## config.mk

```make
export PLATFORM = sky130hd
export DESIGN_NAME = hazard_fwd_unit
export DESIGN_NICKNAME = d
export VERILOG_FILES = /design/src/rtl/hazard_pkg.sv /design/src/rtl/hazard_ctrl.sv /design/src/rtl/hazard_datapath.sv /design/src/rtl/hazard_fwd_unit.sv
export SDC_FILE = /design/constraint.sdc
export NUM_CORES = 1
export LEC_CHECK = 0
export BUFFER_PORTS_ARGS = -buffer_cell sky130_fd_sc_hd__buf_4
export CORE_AREA = 2 2 106 108
export DETAILED_ROUTE_END_ITERATION = 10
export DIE_AREA = 0 0 108 110
export GPL_TIMING_DRIVEN = 1
export RECOVER_POWER = 50
export SYNTH_ARGS = -nofsm -noshare
export SYNTH_HDL_FRONTEND = slang
export SYNTH_SLANG_ARGS = --single-unit
```

## constraint.sdc

```tcl
create_clock -name vclk -period 5.15
set_input_delay 1.03 -clock vclk [all_inputs]
set_output_delay 1.03 -clock vclk [all_outputs]
set_load 0.02 [all_outputs]
```

## src/rtl/hazard_pkg.sv

```systemverilog
package hazard_pkg;

  // Forward select coding: 0 none, 1 from memory path (execute result),
  // 2 from writeback path (memory-stage write-back value).
  typedef enum logic [1:0] {
    FWD_NONE   = 2'd0,
    FWD_EXEC   = 2'd1,
    FWD_MEMSTG = 2'd2
  } fwd_sel_e;

  // Strobes passed from the control half to the datapath half.
  typedef struct packed {
    logic     stall;
    logic     branchStall;
    fwd_sel_e selRs;
    fwd_sel_e selRt;
    logic     bypRs;
    logic     bypRt;
  } hz_strobes_t;

endpackage

```

## src/rtl/hazard_ctrl.sv

```systemverilog
module hazard_ctrl
  import hazard_pkg::*;
#(
  parameter int REG_AW = 5
) (
  input  logic              forwardEn,
  input  logic [REG_AW-1:0] decRs,
  input  logic [REG_AW-1:0] decRt,
  input  logic              aluUseRs,
  input  logic              aluUseRt,
  input  logic              brUseRs,
  input  logic              brUseRt,
  input  logic              exWe,
  input  logic [REG_AW-1:0] exDst,
  input  logic              exLoad,
  input  logic              memWe,
  input  logic [REG_AW-1:0] memDst,
  input  logic              memLoad,
  output hz_strobes_t       strobes
);

  localparam logic [REG_AW-1:0] ZERO_REG = '0;

  logic exLive, memLive;
  logic exRsHit, exRtHit, memRsHit, memRtHit;
  logic aluExDep, aluMemDep, brExDep, brMemDep;

  // A stage counts as a producer only if it writes a nonzero register.
  assign exLive   = exWe  && (exDst  != ZERO_REG);
  assign memLive  = memWe && (memDst != ZERO_REG);
  assign exRsHit  = exLive  && (exDst  == decRs);
  assign exRtHit  = exLive  && (exDst  == decRt);
  assign memRsHit = memLive && (memDst == decRs);
  assign memRtHit = memLive && (memDst == decRt);

  assign aluExDep  = (aluUseRs && exRsHit)  || (aluUseRt && exRtHit);
  assign aluMemDep = (aluUseRs && memRsHit) || (aluUseRt && memRtHit);
  assign brExDep   = (brUseRs  && exRsHit)  || (brUseRt  && exRtHit);
  assign brMemDep  = (brUseRs  && memRsHit) || (brUseRt  && memRtHit);

  always_comb begin
    strobes = '0;
    // ALU operands
    if (!forwardEn) begin
      if (aluExDep || aluMemDep) strobes.stall = 1'b1;
    end else begin
      if (aluUseRs && memRsHit) strobes.selRs = FWD_MEMSTG;
      if (aluUseRt && memRtHit) strobes.selRt = FWD_MEMSTG;
      if (aluExDep) begin
        if (exLoad) begin
          strobes.stall = 1'b1;
        end else begin
          if (aluUseRs && exRsHit) strobes.selRs = FWD_EXEC;
          if (aluUseRt && exRtHit) strobes.selRt = FWD_EXEC;
        end
      end
    end
    // Branch operands compared in decode
    if (brExDep) begin
      strobes.stall       = 1'b1;
      strobes.branchStall = 1'b1;
    end else if (!forwardEn || memLoad) begin
      if (brMemDep) strobes.stall = 1'b1;
    end else begin
      strobes.bypRs = brUseRs && memRsHit;
      strobes.bypRt = brUseRt && memRtHit;
    end
  end

  // Assertions guarding the control strobes
  always_comb begin
    p_bstall_needs_stall_r12: assert (!strobes.branchStall || strobes.stall);
    p_sel_legal_r12: assert (strobes.selRs != 2'd3 && strobes.selRt != 2'd3);
    p_stall_only_quiet_r3: assert (forwardEn ||
      (strobes.selRs == FWD_NONE && strobes.selRt == FWD_NONE &&
       !strobes.bypRs && !strobes.bypRt));
    p_no_zero_forward_r1: assert ((strobes.selRs == FWD_NONE && !strobes.bypRs) ||
                                  decRs != ZERO_REG);
    p_exec_branch_stalls_r7: assert (!(brUseRs && exWe && exDst == decRs &&
      decRs != ZERO_REG) || strobes.branchStall);
  end

endmodule

```

## src/rtl/hazard_datapath.sv

```systemverilog
module hazard_datapath
  import hazard_pkg::*;
#(
  parameter int DATA_W      = 32,
  parameter int REG_AW      = 5,
  parameter int LINK_REG    = 31,
  parameter int LINK_OFFSET = 8
) (
  input  hz_strobes_t       strobes,
  input  logic [REG_AW-1:0] decRt,
  input  logic [REG_AW-1:0] decRd,
  input  logic              decLink,
  input  logic              decRegDst,
  input  logic [DATA_W-1:0] decPc,
  input  logic [DATA_W-1:0] rfRsVal,
  input  logic [DATA_W-1:0] rfRtVal,
  input  logic [DATA_W-1:0] exAluVal,
  input  logic [DATA_W-1:0] memWbVal,
  output logic [DATA_W-1:0] opRsVal,
  output logic [DATA_W-1:0] opRtVal,
  output logic [REG_AW-1:0] decWriteNum
);

  localparam logic [REG_AW-1:0] LINK_NUM = REG_AW'(LINK_REG);
  localparam logic [DATA_W-1:0] LINK_ADD = DATA_W'(LINK_OFFSET);

  logic [DATA_W-1:0] baseRt;

  assign baseRt = decLink ? (decPc + LINK_ADD) : rfRtVal;

  always_comb begin
    if (decLink)        decWriteNum = LINK_NUM;
    else if (decRegDst) decWriteNum = decRd;
    else                decWriteNum = decRt;
  end

  // Operand muxes: branch bypass, then execute, then memory, then register file.
  always_comb begin
    if (strobes.bypRs)                   opRsVal = memWbVal;
    else if (strobes.selRs == FWD_EXEC)   opRsVal = exAluVal;
    else if (strobes.selRs == FWD_MEMSTG) opRsVal = memWbVal;
    else                                 opRsVal = rfRsVal;
  end

  always_comb begin
    if (strobes.bypRt)                   opRtVal = memWbVal;
    else if (strobes.selRt == FWD_EXEC)   opRtVal = exAluVal;
    else if (strobes.selRt == FWD_MEMSTG) opRtVal = memWbVal;
    else                                 opRtVal = baseRt;
  end

  // Assertions guarding the operand muxes
  always_comb begin
    p_link_dest_r10: assert (!decLink || decWriteNum == LINK_NUM);
    p_link_value_r11: assert (!(decLink && strobes.selRt == FWD_NONE && !strobes.bypRt) ||
                              opRtVal == decPc + LINK_ADD);
    p_exec_value_r5: assert (!(strobes.selRs == FWD_EXEC && !strobes.bypRs) ||
                             opRsVal == exAluVal);
    p_bypass_value_r9: assert (!strobes.bypRt || opRtVal == memWbVal);
  end

endmodule

```

## src/rtl/hazard_fwd_unit.sv

```systemverilog
module hazard_fwd_unit
  import hazard_pkg::*;
#(
  parameter int DATA_W      = 32,
  parameter int REG_AW      = 5,
  parameter int LINK_REG    = 31,
  parameter int LINK_OFFSET = 8
) (
  input  logic              forwardEn,
  input  logic [REG_AW-1:0] decRs,
  input  logic [REG_AW-1:0] decRt,
  input  logic [REG_AW-1:0] decRd,
  input  logic              aluUseRs,
  input  logic              aluUseRt,
  input  logic              brUseRs,
  input  logic              brUseRt,
  input  logic              decLink,
  input  logic              decRegDst,
  input  logic [DATA_W-1:0] decPc,
  input  logic [DATA_W-1:0] rfRsVal,
  input  logic [DATA_W-1:0] rfRtVal,
  input  logic              exWe,
  input  logic [REG_AW-1:0] exDst,
  input  logic              exLoad,
  input  logic [DATA_W-1:0] exAluVal,
  input  logic              memWe,
  input  logic [REG_AW-1:0] memDst,
  input  logic              memLoad,
  input  logic [DATA_W-1:0] memWbVal,
  output logic              stall,
  output logic              branchStall,
  output logic [1:0]        fwdSelRs,
  output logic [1:0]        fwdSelRt,
  output logic              brBypassRs,
  output logic              brBypassRt,
  output logic [DATA_W-1:0] opRsVal,
  output logic [DATA_W-1:0] opRtVal,
  output logic [REG_AW-1:0] decWriteNum
);

  hz_strobes_t strobes;

  hazard_ctrl #(.REG_AW(REG_AW)) u_ctrl (
    .forwardEn(forwardEn), .decRs(decRs), .decRt(decRt),
    .aluUseRs(aluUseRs), .aluUseRt(aluUseRt),
    .brUseRs(brUseRs), .brUseRt(brUseRt),
    .exWe(exWe), .exDst(exDst), .exLoad(exLoad),
    .memWe(memWe), .memDst(memDst), .memLoad(memLoad),
    .strobes(strobes)
  );

  hazard_datapath #(
    .DATA_W(DATA_W), .REG_AW(REG_AW),
    .LINK_REG(LINK_REG), .LINK_OFFSET(LINK_OFFSET)
  ) u_dp (
    .strobes(strobes), .decRt(decRt), .decRd(decRd),
    .decLink(decLink), .decRegDst(decRegDst), .decPc(decPc),
    .rfRsVal(rfRsVal), .rfRtVal(rfRtVal),
    .exAluVal(exAluVal), .memWbVal(memWbVal),
    .opRsVal(opRsVal), .opRtVal(opRtVal), .decWriteNum(decWriteNum)
  );

  assign stall       = strobes.stall;
  assign branchStall = strobes.branchStall;
  assign fwdSelRs    = strobes.selRs;
  assign fwdSelRt    = strobes.selRt;
  assign brBypassRs  = strobes.bypRs;
  assign brBypassRt  = strobes.bypRt;

endmodule

```

==> results of run 1 <==
==> how the worst min path moves through the flow <==
stage | from | endpoint | slack (ns) | cells after the start
floorplan | memWbVal[24] | opRtVal[24] | 2.20 | 2
global route | memWbVal[2] | opRsVal[2] | 2.40 | 3
detailed placement | memWbVal[12] | opRsVal[12] | 2.38 | 3
finish | memWbVal[12] | opRsVal[12] | 2.38 | 3
CTS | memWbVal[12] | opRsVal[12] | 2.39 | 3
global placement | decRd[1] | decWriteNum[1] | 2.38 | 4
==> metrics by stage <==
step	setup slack, ns	hold slack [ns]
after floorplan	1.18	2.20
after global placement	0.742	2.38
after detailed placement	0.768	2.38
after CTS	0.749	2.39
after global routing	0.295	2.40
final	0.440	2.38
==> worst min-delay path, cell delays in order <==
cell	delay [ns]
buf_4	0.08
o21a_1	0.11
buf_4	0.13
==> power by group through the flow <==
stage	clock network, uW	logic [uW]	registers [uW]
after floorplan	0	178	0
after global placement	0	412	0
after detailed placement	0	413	0
after CTS	0	414	0
after global routing	0	432	0
final	0	403	0
==> synthesized netlist by cell type, types with 2 or more instances <==
cell type	count	share of area, %
nor2_1	71	9.1
o2bb2ai_1	8	2.4
buf_4	3	0.77
nor4_1	6	1.3
a211oi_1	4	1.0
a22oi_1	9	2.3
and3_1	2	0.43
o21ai_0	25	4.3
inv_2	3	0.39
o21ai_1	15	2.6
nand4b_1	2	0.60
a21oi_1	21	3.6
nand4_1	14	3.0
a2bb2oi_1	3	0.90
inv_1	14	1.8
a22o_1	3	0.90
xnor2_1	34	10
o21a_1	30	7.7
and2_1	10	2.1
o22ai_1	7	1.5
nand3_1	13	2.2
xor2_1	13	3.9
buf_6	2	0.77
a221oi_2	5	2.6
mux2i_1	18	6.2
nor3_1	38	6.5
or4_1	4	1.0
buf_2	6	1.0
clkbuf_1	18	2.3
buf_1	3	0.39
nand2_1	30	3.9
a221o_1	6	2.1
and4_1	2	0.60
a31oi_1	2	0.43
==> cell families after synthesis <==
family	after synthesis	synth area share (%)
compound gates	147	35.7
xor+xnor	47	14.1
fa+ha+maj	1	0.428
buf+inv	50	7.58
mux	19	6.55
simple gates	205	35.7
==> per-layer routing <==
layer / part of all wire [%] / GRT usage (%)
met1: 38 / 29.1
met2: 51 / 49.5
met3: 7.4 / 3.00
met4: 3.4 / 8.52
met5: 0 / 0
==> final cells by class <==
cell class	instances	area, um^2
inverters	18	67.6
repair buffers	278	2020
well taps	140	175
fillers	1128	5730
multi-input cells	419	2710
==> run metrics, run 1 <==
starting density of the core between 20% and 30%; Layout Nets just over 900; cell count after placement 855; critical path endpoint category output pin; final setup fails 0; post_cts resized 0; WP data arrival roughly 3.7 ns; Finished Cell Area ~0.005 mm^2; final total power 403 uW; core area roughly 0.011 mm^2; NetSw slightly below 200 uW; Syn. warnings 0; DRT iter0 DRCs 300; Netlist cell types 59; vias in the first global route about 4600; Via density 5.32; Detailed Routing Iterations Pass 1 5; Power Internal ~210 uW; layout cells sized above 1 between 30% and 40%; Reg area 0 um^2; Area Overhead vs Synth 70.1%; DRC viols 0; total die area 0.0119 mm^2; status finished clean; RSZ-0062 raised after global routing no; Post-CTS Setup Inserts 0; endpoints failing hold 0; sequential share of the synthesized area 0%; Cells after Synth 469; actual slew at the worst max-slew pin between 1 and 1.5 ns; WP buf/inv 3; Critical Path Max Stage Delay ~0.57 ns; setup tns final 0 ns; Rel. slew slack between 20% and 30%; Port Buf Inserts about 270; final worst path period share slightly above 90%; Slew Limit Fails 0; post-DP HPWL around 13000 um; post-layout min period roughly 4.7 ns; fmax about 210 MHz; antenna violations before repair 0; Wirelength per Cell around 19 um; Switching Share slightly below 50%; Detail Route Antenna Nets 0; global route overflow 0; first-pass GRT wire length 23800 um; synthesized area a little under 0.003 mm^2; Die Ht 110 um; Non-Filler Instances 855; Worst Hold Class input pin to output pin; leading cell types in the layout, fill and taps excluded 256 x buf_4, 71 x nor2_1, 38 x nor3_1, 34 x xnor2_1, 33 x o21ai_0; Final Wtd Congestion between 0.9 and 1; ANT cells 0; Comb power frac 100.0%; die width ~110 um; Setup crit start memDst[1]; gr usage total ~26%; PD cells 81.0 mW/mm^2; Max Cap Viol 0; Std-Cell Rows 38; via count around 4600; VDD IR max between 40 and 50 uV; CLK BUF 0; Crit Path Max Fanout 31; Crit path max-delay family simple AND/OR/NAND/NOR gates; sequential cell count 0; CP Launch Type input pin; sequence of cells on the critical path buf_4, or4_1, o21ai_0, nor4_1, clkbuf_2, nor3_1, o21ai_0, o21a_1, buf_4; num ports 273; WP depth 9; commonest non-fill, non-tap cell in the layout buf_4; Avg Inst Size Synth 6.23 um^2; CP endpoint opRsVal[10]; Synth Net Count between 600 and 700; Leak 0.00233 uW; placed cell area ~0.0051 mm^2; Crit Path Category input pin to output pin; Clock Power Share 0%; Crit-path slowest cell or4_1; Req. time, crit path between 4 and 5 ns; sequential fraction of design power 0%; DRT Wirelength between 15000 and 20000 um; post-route core utilization 46.5%; CTS Hold Bufs 0; pin count of the biggest net entering global routing 48
Note: power is estimated with default switching activity, not from simulation.
==> run 2, diff against run 1 <==
- clock period: 5.15 -> 4.16 ns (I/O delays scaled with it)
==> run 2 against run 1 <==
  * Final cell count rose by 1.5%
  * Utilization increased by 0.75 points
  * Via count rose by 1.9%
  * Global-route usage up 0.17 points
  * Sequential share of layout area did not move
  * Total power up 26%
  * Routed wire length is 0.57% higher
  * Combinational power up 26%
  * Non-clock buffer count is 13 higher
  * Count of clock-buffer cells in the layout stayed put
  * Critical path type unchanged
  * Largest cell class unchanged
  * Highest routed layer unchanged
==> run metrics, run 2 (synthesis results as in run 1) <==
Rel. slew slack 67.4% (was 24.6%); VDD IR max 54.7 uV (was 43.9 uV); Req. time, crit path 3.33 ns (was 4.12 ns); placed cell area 0.00514 mm^2 (was 0.00506 mm^2); final worst path period share between 90 and 100%; Reg area 0 um^2 (unchanged); Crit-path slowest cell or4_4 (was or4_1); die width 108 um (unchanged); WP buf/inv 2 (was 3); CP Launch Type input pin (unchanged); num ports 273 (unchanged); core area 0.0107 mm^2 (unchanged); Critical Path Max Stage Delay 0.54 ns (was 0.57 ns); met2 usage 50.0% (was 49.5%); antenna violations before repair 0 (unchanged); GR Layer Usage met3 3.17% (was 3.00%); gr usage total 25.8% (was 25.6%); actual slew at the worst max-slew pin 0.489 ns (was 1.13 ns); Detailed Routing Iterations Pass 1 5 (unchanged); Detail Route Antenna Nets 0 (unchanged); multi-input gate area in the final layout 0.00270 mm^2 (was 0.00271 mm^2); Area Overhead vs Synth 72.8% (was 70.1%); sequence of cells on the critical path buf_4, or4_4, o21ai_0, or3_1, nand2_1, nor2_4, a221o_1, buf_4 (was buf_4, or4_1, o21ai_0, nor4_1, clkbuf_2, nor3_1, o21ai_0, o21a_1, buf_4); setup tns final 0 ns (unchanged); pin count of the biggest net entering global routing 31 (was 48); post_cts resized 0 (unchanged); DRT Wirelength 16500 um (was 16400 um); critical path endpoint category output pin (unchanged); global route overflow 0 (unchanged); Port Buf Inserts 273 (unchanged); Crit Path Category input pin to output pin (unchanged); ANT cells 0 (unchanged); RSZ-0062 raised after global routing no (unchanged); endpoints failing hold 0 (unchanged); status finished clean (unchanged); post-layout min period just under 4 ns; total die area 0.0119 mm^2 (unchanged); Max Cap Viol 0 (unchanged); Leak 0.00239 uW (was 0.00233 uW); CLK BUF 0 (unchanged); WP data arrival 3.12 ns (was 3.68 ns); Post-CTS Setup Inserts 0 (unchanged); Most common cell on crit path buf_4; DRC viols 0 (unchanged); Die Ht 110 um (unchanged); leading cell types in the layout, fill and taps excluded 270 x buf_4, 71 x nor2_1, 38 x nor3_1, 34 x xnor2_1 (was 256 x buf_4, 71 x nor2_1, 38 x nor3_1, 34 x xnor2_1, 33 x o21ai_0); layout cells sized above 1 40.2% (was 38.5%); vias in the first global route 4538 (was 4577); DRT iter0 DRCs 219 (was 300); final total power 506 uW (was 403 uW); first-pass GRT wire length 24000 um (was 23800 um); Finished Cell Area 0.00505 mm^2 (was 0.00497 mm^2); Worst Hold Class input pin to output pin (unchanged); Std-Cell Rows 38 (unchanged); post-DP HPWL 13900 um (was 13300 um); via count 4635 (was 4550); Crit path max-delay family simple AND/OR/NAND/NOR gates (unchanged); CTS Hold Bufs 0 (unchanged); Layout Nets 927 (was 914); final setup fails 0 (unchanged); fmax between 200 and 300 MHz; sequential cell count 0 (unchanged); Final Wtd Congestion 0.901 (was 0.938); GR Layer Usage met1 29.3% (was 29.1%); commonest non-fill, non-tap cell in the layout buf_4 (unchanged); Wirelength per Cell 19.0 um (was 19.1 um); PD cells 100 mW/mm^2 (was 81.0 mW/mm^2); Via density 5.34 (was 5.32); Slew Limit Fails 0 (unchanged); starting density of the core 27.3% (unchanged); GR peak layer met2 (unchanged); Crit Path Max Fanout 10 (was 31); fillers 1116 (was 1128)
-- run 2: through the flow --
stage	setup slack, ns	hold slack (ns)	std cells	utilization (%)
2_1_floorplan	0.583	1.80	469	-
3_3_place_gp	0.266	1.98	868	48.1
3_5_place_dp	0.278	1.99	868	48.1
4_1_cts	0.271	1.99	868	48.1
5_1_grt	0.0680	2.00	868	47.2
6_report	0.213	1.99	868	47.2
-- run 2: per-layer routing --
layer  up-vias  routed length (um)
met5         -                   0
met4         0                 537
met3        30                1110
met2       236                8470
met1      2122                6340
li1       2247                   -
-- run 2: path summary, 6_finish.rpt --
path / start / to / cells after the start
min: decRd[1] / decWriteNum[1] / 4
max: exDst[0] / opRtVal[21] / 8
-- run 2: power breakdown --
part           internal, uW  leakage (uW)  total [uW]  switching (uW)
Sequential                0             0           0               0
Clock                     0             0           0               0
Combinational           260       0.00239         506             247
Total                   260       0.00239         506             247
-- run 2: worst min-delay path, cell delays in order --
cell and delay (ns):
buf_4 0.08, mux2i_1 0.06, nand2_1 0.06, buf_4 0.13
-- run 2: final cells by class --
cell class / instances / area share [%]
Timing Repair Buffer: 291 / 41.8
Multi-Input combinational cell: 419 / 53.4
Inverter: 18 / 1.34
Tap cell: 140 / 3.47
==> run 3, diff against run 2 <==
--- a/config.mk
+++ b/config.mk
@@ -7,3 +7,3 @@
 export LEC_CHECK = 0
-export BUFFER_PORTS_ARGS = -buffer_cell sky130_fd_sc_hd__buf_4
+export BUFFER_PORTS_ARGS = -buffer_cell sky130_fd_sc_hd__buf_2
 export CORE_AREA = 2 2 106 108
==> constraint.sdc (replaced) <==
create_clock -name vclk -period 4.16
set_input_delay 0.832 -clock vclk [all_inputs]
set_output_delay 0.832 -clock vclk [all_outputs]
set_load 0.1 [all_outputs]
==> run 3 against run 2 <==
  * Routed wire length increased by 0.91%
  * Largest power group unchanged
  * Via count is 1.3% higher
  * First-iteration DRC count down 20%
  * Fmax fell by 1.5%
  * Final cell count increased by 1.0%
  * Largest cell class unchanged
  * Die area unchanged
==> run metrics, run 3 (synthesis results as in run 1) <==
status finished clean (unchanged); Req. time, crit path 3.33 ns (about the same); Detail Route Antenna Nets 0 (unchanged); global route overflow 0 (unchanged); Slew Limit Fails 0 (unchanged); post-layout min period 4.01 ns (was 3.95 ns); sequence of cells on the critical path buf_2, xnor2_1, nand4_1, or4b_1, and4_4, nor3_1, a221o_1, buf_12 (was buf_4, or4_4, o21ai_0, or3_1, nand2_1, nor2_4, a221o_1, buf_4); hold_ws 2.05 ns (was 1.99 ns); CP Launch Type input pin (unchanged); fmax 250 MHz (was 253 MHz); pin count of the biggest net entering global routing 31 (unchanged); actual slew at the worst max-slew pin 1.19 ns (was 0.489 ns); via count 4695 (was 4635); total die area 0.0119 mm^2 (unchanged); antenna violations before repair 0 (unchanged); Post-CTS Setup Inserts 0 (unchanged); starting density of the core 27.3% (unchanged); vias in the first global route 4677 (was 4538); Via density 5.35 (was 5.34); Worst Hold Class input pin to output pin (unchanged); post_cts resized 0 (unchanged); Crit Path Category input pin to output pin (unchanged); Die Ht 110 um (unchanged); Port Buf Inserts 273 (unchanged); Wirelength per Cell 18.9 um (was 19.0 um); CTS Hold Bufs 0 (unchanged); gr usage total 26.5% (was 25.8%); Crit Path Max Fanout 14 (was 10); critical path endpoint category output pin (unchanged); Detailed Routing Iterations Pass 1 5 (unchanged); DRT Wirelength 16600 um (was 16500 um); first-pass GRT wire length 24800 um (was 24000 um); Clock Power Share 0% (about the same); PD cells 162 mW/mm^2 (was 100 mW/mm^2); Power Internal 321 uW (was 260 uW); die width 108 um (unchanged); Reg area 0 um^2 (unchanged); layout cells sized above 1 45.3% (was 40.2%); Std-Cell Rows 38 (unchanged); core area 0.0107 mm^2 (unchanged); cell count after placement 877 (was 868); sequential fraction of design power 0% (about the same); Rel. slew slack 20.9% (was 67.4%); WP data arrival 3.17 ns (was 3.12 ns); ANT cells 0 (unchanged); Leak 0.00258 uW (was 0.00239 uW); Switching Share 64.8% (was 48.7%); DRC viols 0 (unchanged); Area Overhead vs Synth 92.1% (was 72.8%); Critical Path Max Stage Delay 0.68 ns (was 0.54 ns); leading cell types in the layout, fill and taps excluded 197 x buf_2, 71 x nor2_1, 50 x buf_12, 37 x nor3_1, 34 x xnor2_1 (was 270 x buf_4, 71 x nor2_1, 38 x nor3_1, 34 x xnor2_1); endpoints failing hold 0 (unchanged); Non-Filler Instances 877 (was 868); final setup fails 0 (unchanged); Max Cap Viol 0 (unchanged); num ports 273 (unchanged); Crit-path slowest cell or4b_1 (was or4_4); DRT iter0 DRCs 176 (was 219); post-DP HPWL 14400 um (was 13900 um); CLK BUF 0 (unchanged); Final Wtd Congestion 0.947 (was 0.901); NetSw 590 uW (was 247 uW); RSZ-0062 raised after global routing no (unchanged); commonest non-fill, non-tap cell in the layout buf_2 (was buf_4); Layout Nets 936 (was 927); final worst path period share 96.3% (was 94.9%); Comb power frac 100.0% (about the same); VDD IR max 121 uV (was 54.7 uV); sequential cell count 0 (unchanged)
==> run 3: cell types whose count changed in the layout (fill, tap and decap cells not counted), moves of 3 or more <==
cell       previous run  this run
a221oi_4              0         5
buf_12                0        50
a2bb2oi_1             3         0
o2bb2ai_1             8         0
buf_2                 0       197
buf_4               270        29
a221oi_2              5         0
o22ai_2               0         3
clkbuf_4              0        14
o22ai_1               7         3
a2bb2oi_4             0         3
o2bb2ai_4             0         5
clkbuf_1             15         5
o2bb2ai_2             0         3
==> run 3: path summary, 6_finish.rpt <==
check               startpoint          end  slack (ns)  depth (start not counted)
hold / removal    memWbVal[17]  opRtVal[17]        2.05                          4
setup / recovery      exDst[1]  opRtVal[13]        0.15                          8
==> run 3: power groups by stage <==
| stage | Sequential (uW) | Combinational, uW | Clock, uW |
|---|---|---|---|
| 4_1_cts | 0 | 951 | 0 |
| 2_1_floorplan | 0 | 557 | 0 |
| 5_1_grt | 0 | 948 | 0 |
| 6_report | 0 | 912 | 0 |
| 3_3_place_gp | 0 | 943 | 0 |
| 3_5_place_dp | 0 | 949 | 0 |
==> run 3: layer usage <==
| metal | GRT usage (%) | wire length [um] |
|---|---|---|
| met1 | 29.9 | 6260 |
| met2 | 51.8 | 8620 |
| met3 | 5.47 | 1440 |
| met4 | 3.94 | 294 |
| met5 | 0 | 0 |
==> run 3: cell type report <==
cell class,instances,area [um^2]
tap,140,175
multi-input combinational,419,3020
inverter,18,67.6
timing repair buffer,300,2350
fill,1085,5080
==> run 3: through the flow <==
| step | setup TNS, ns | util, % | total power (uW) | worst slack [ns] | instance area, um^2 |
|---|---|---|---|---|---|
| CTS | 0 | 54.7 | 951 | 0.144 | 5850 |
| detailed placement | 0 | 54.7 | 949 | 0.149 | 5850 |
| global placement | 0 | 54.7 | 943 | 0.158 | 5850 |
| floorplan | -0.877 | - | 557 | -0.476 | 3240 |
| global route | 0 | 52.5 | 948 | 0.0195 | 5610 |
| finish | 0 | 52.5 | 912 | 0.153 | 5610 |
==> run 3: worst max-delay path: cells and delay by family <==
kind	cells	cell delay (ns)
and+or+nand+nor	4	1.60
xor gates and xnor gates	1	0.17
buffers and inverters	2	0.33
AOI/OAI and AO/OA	1	0.22
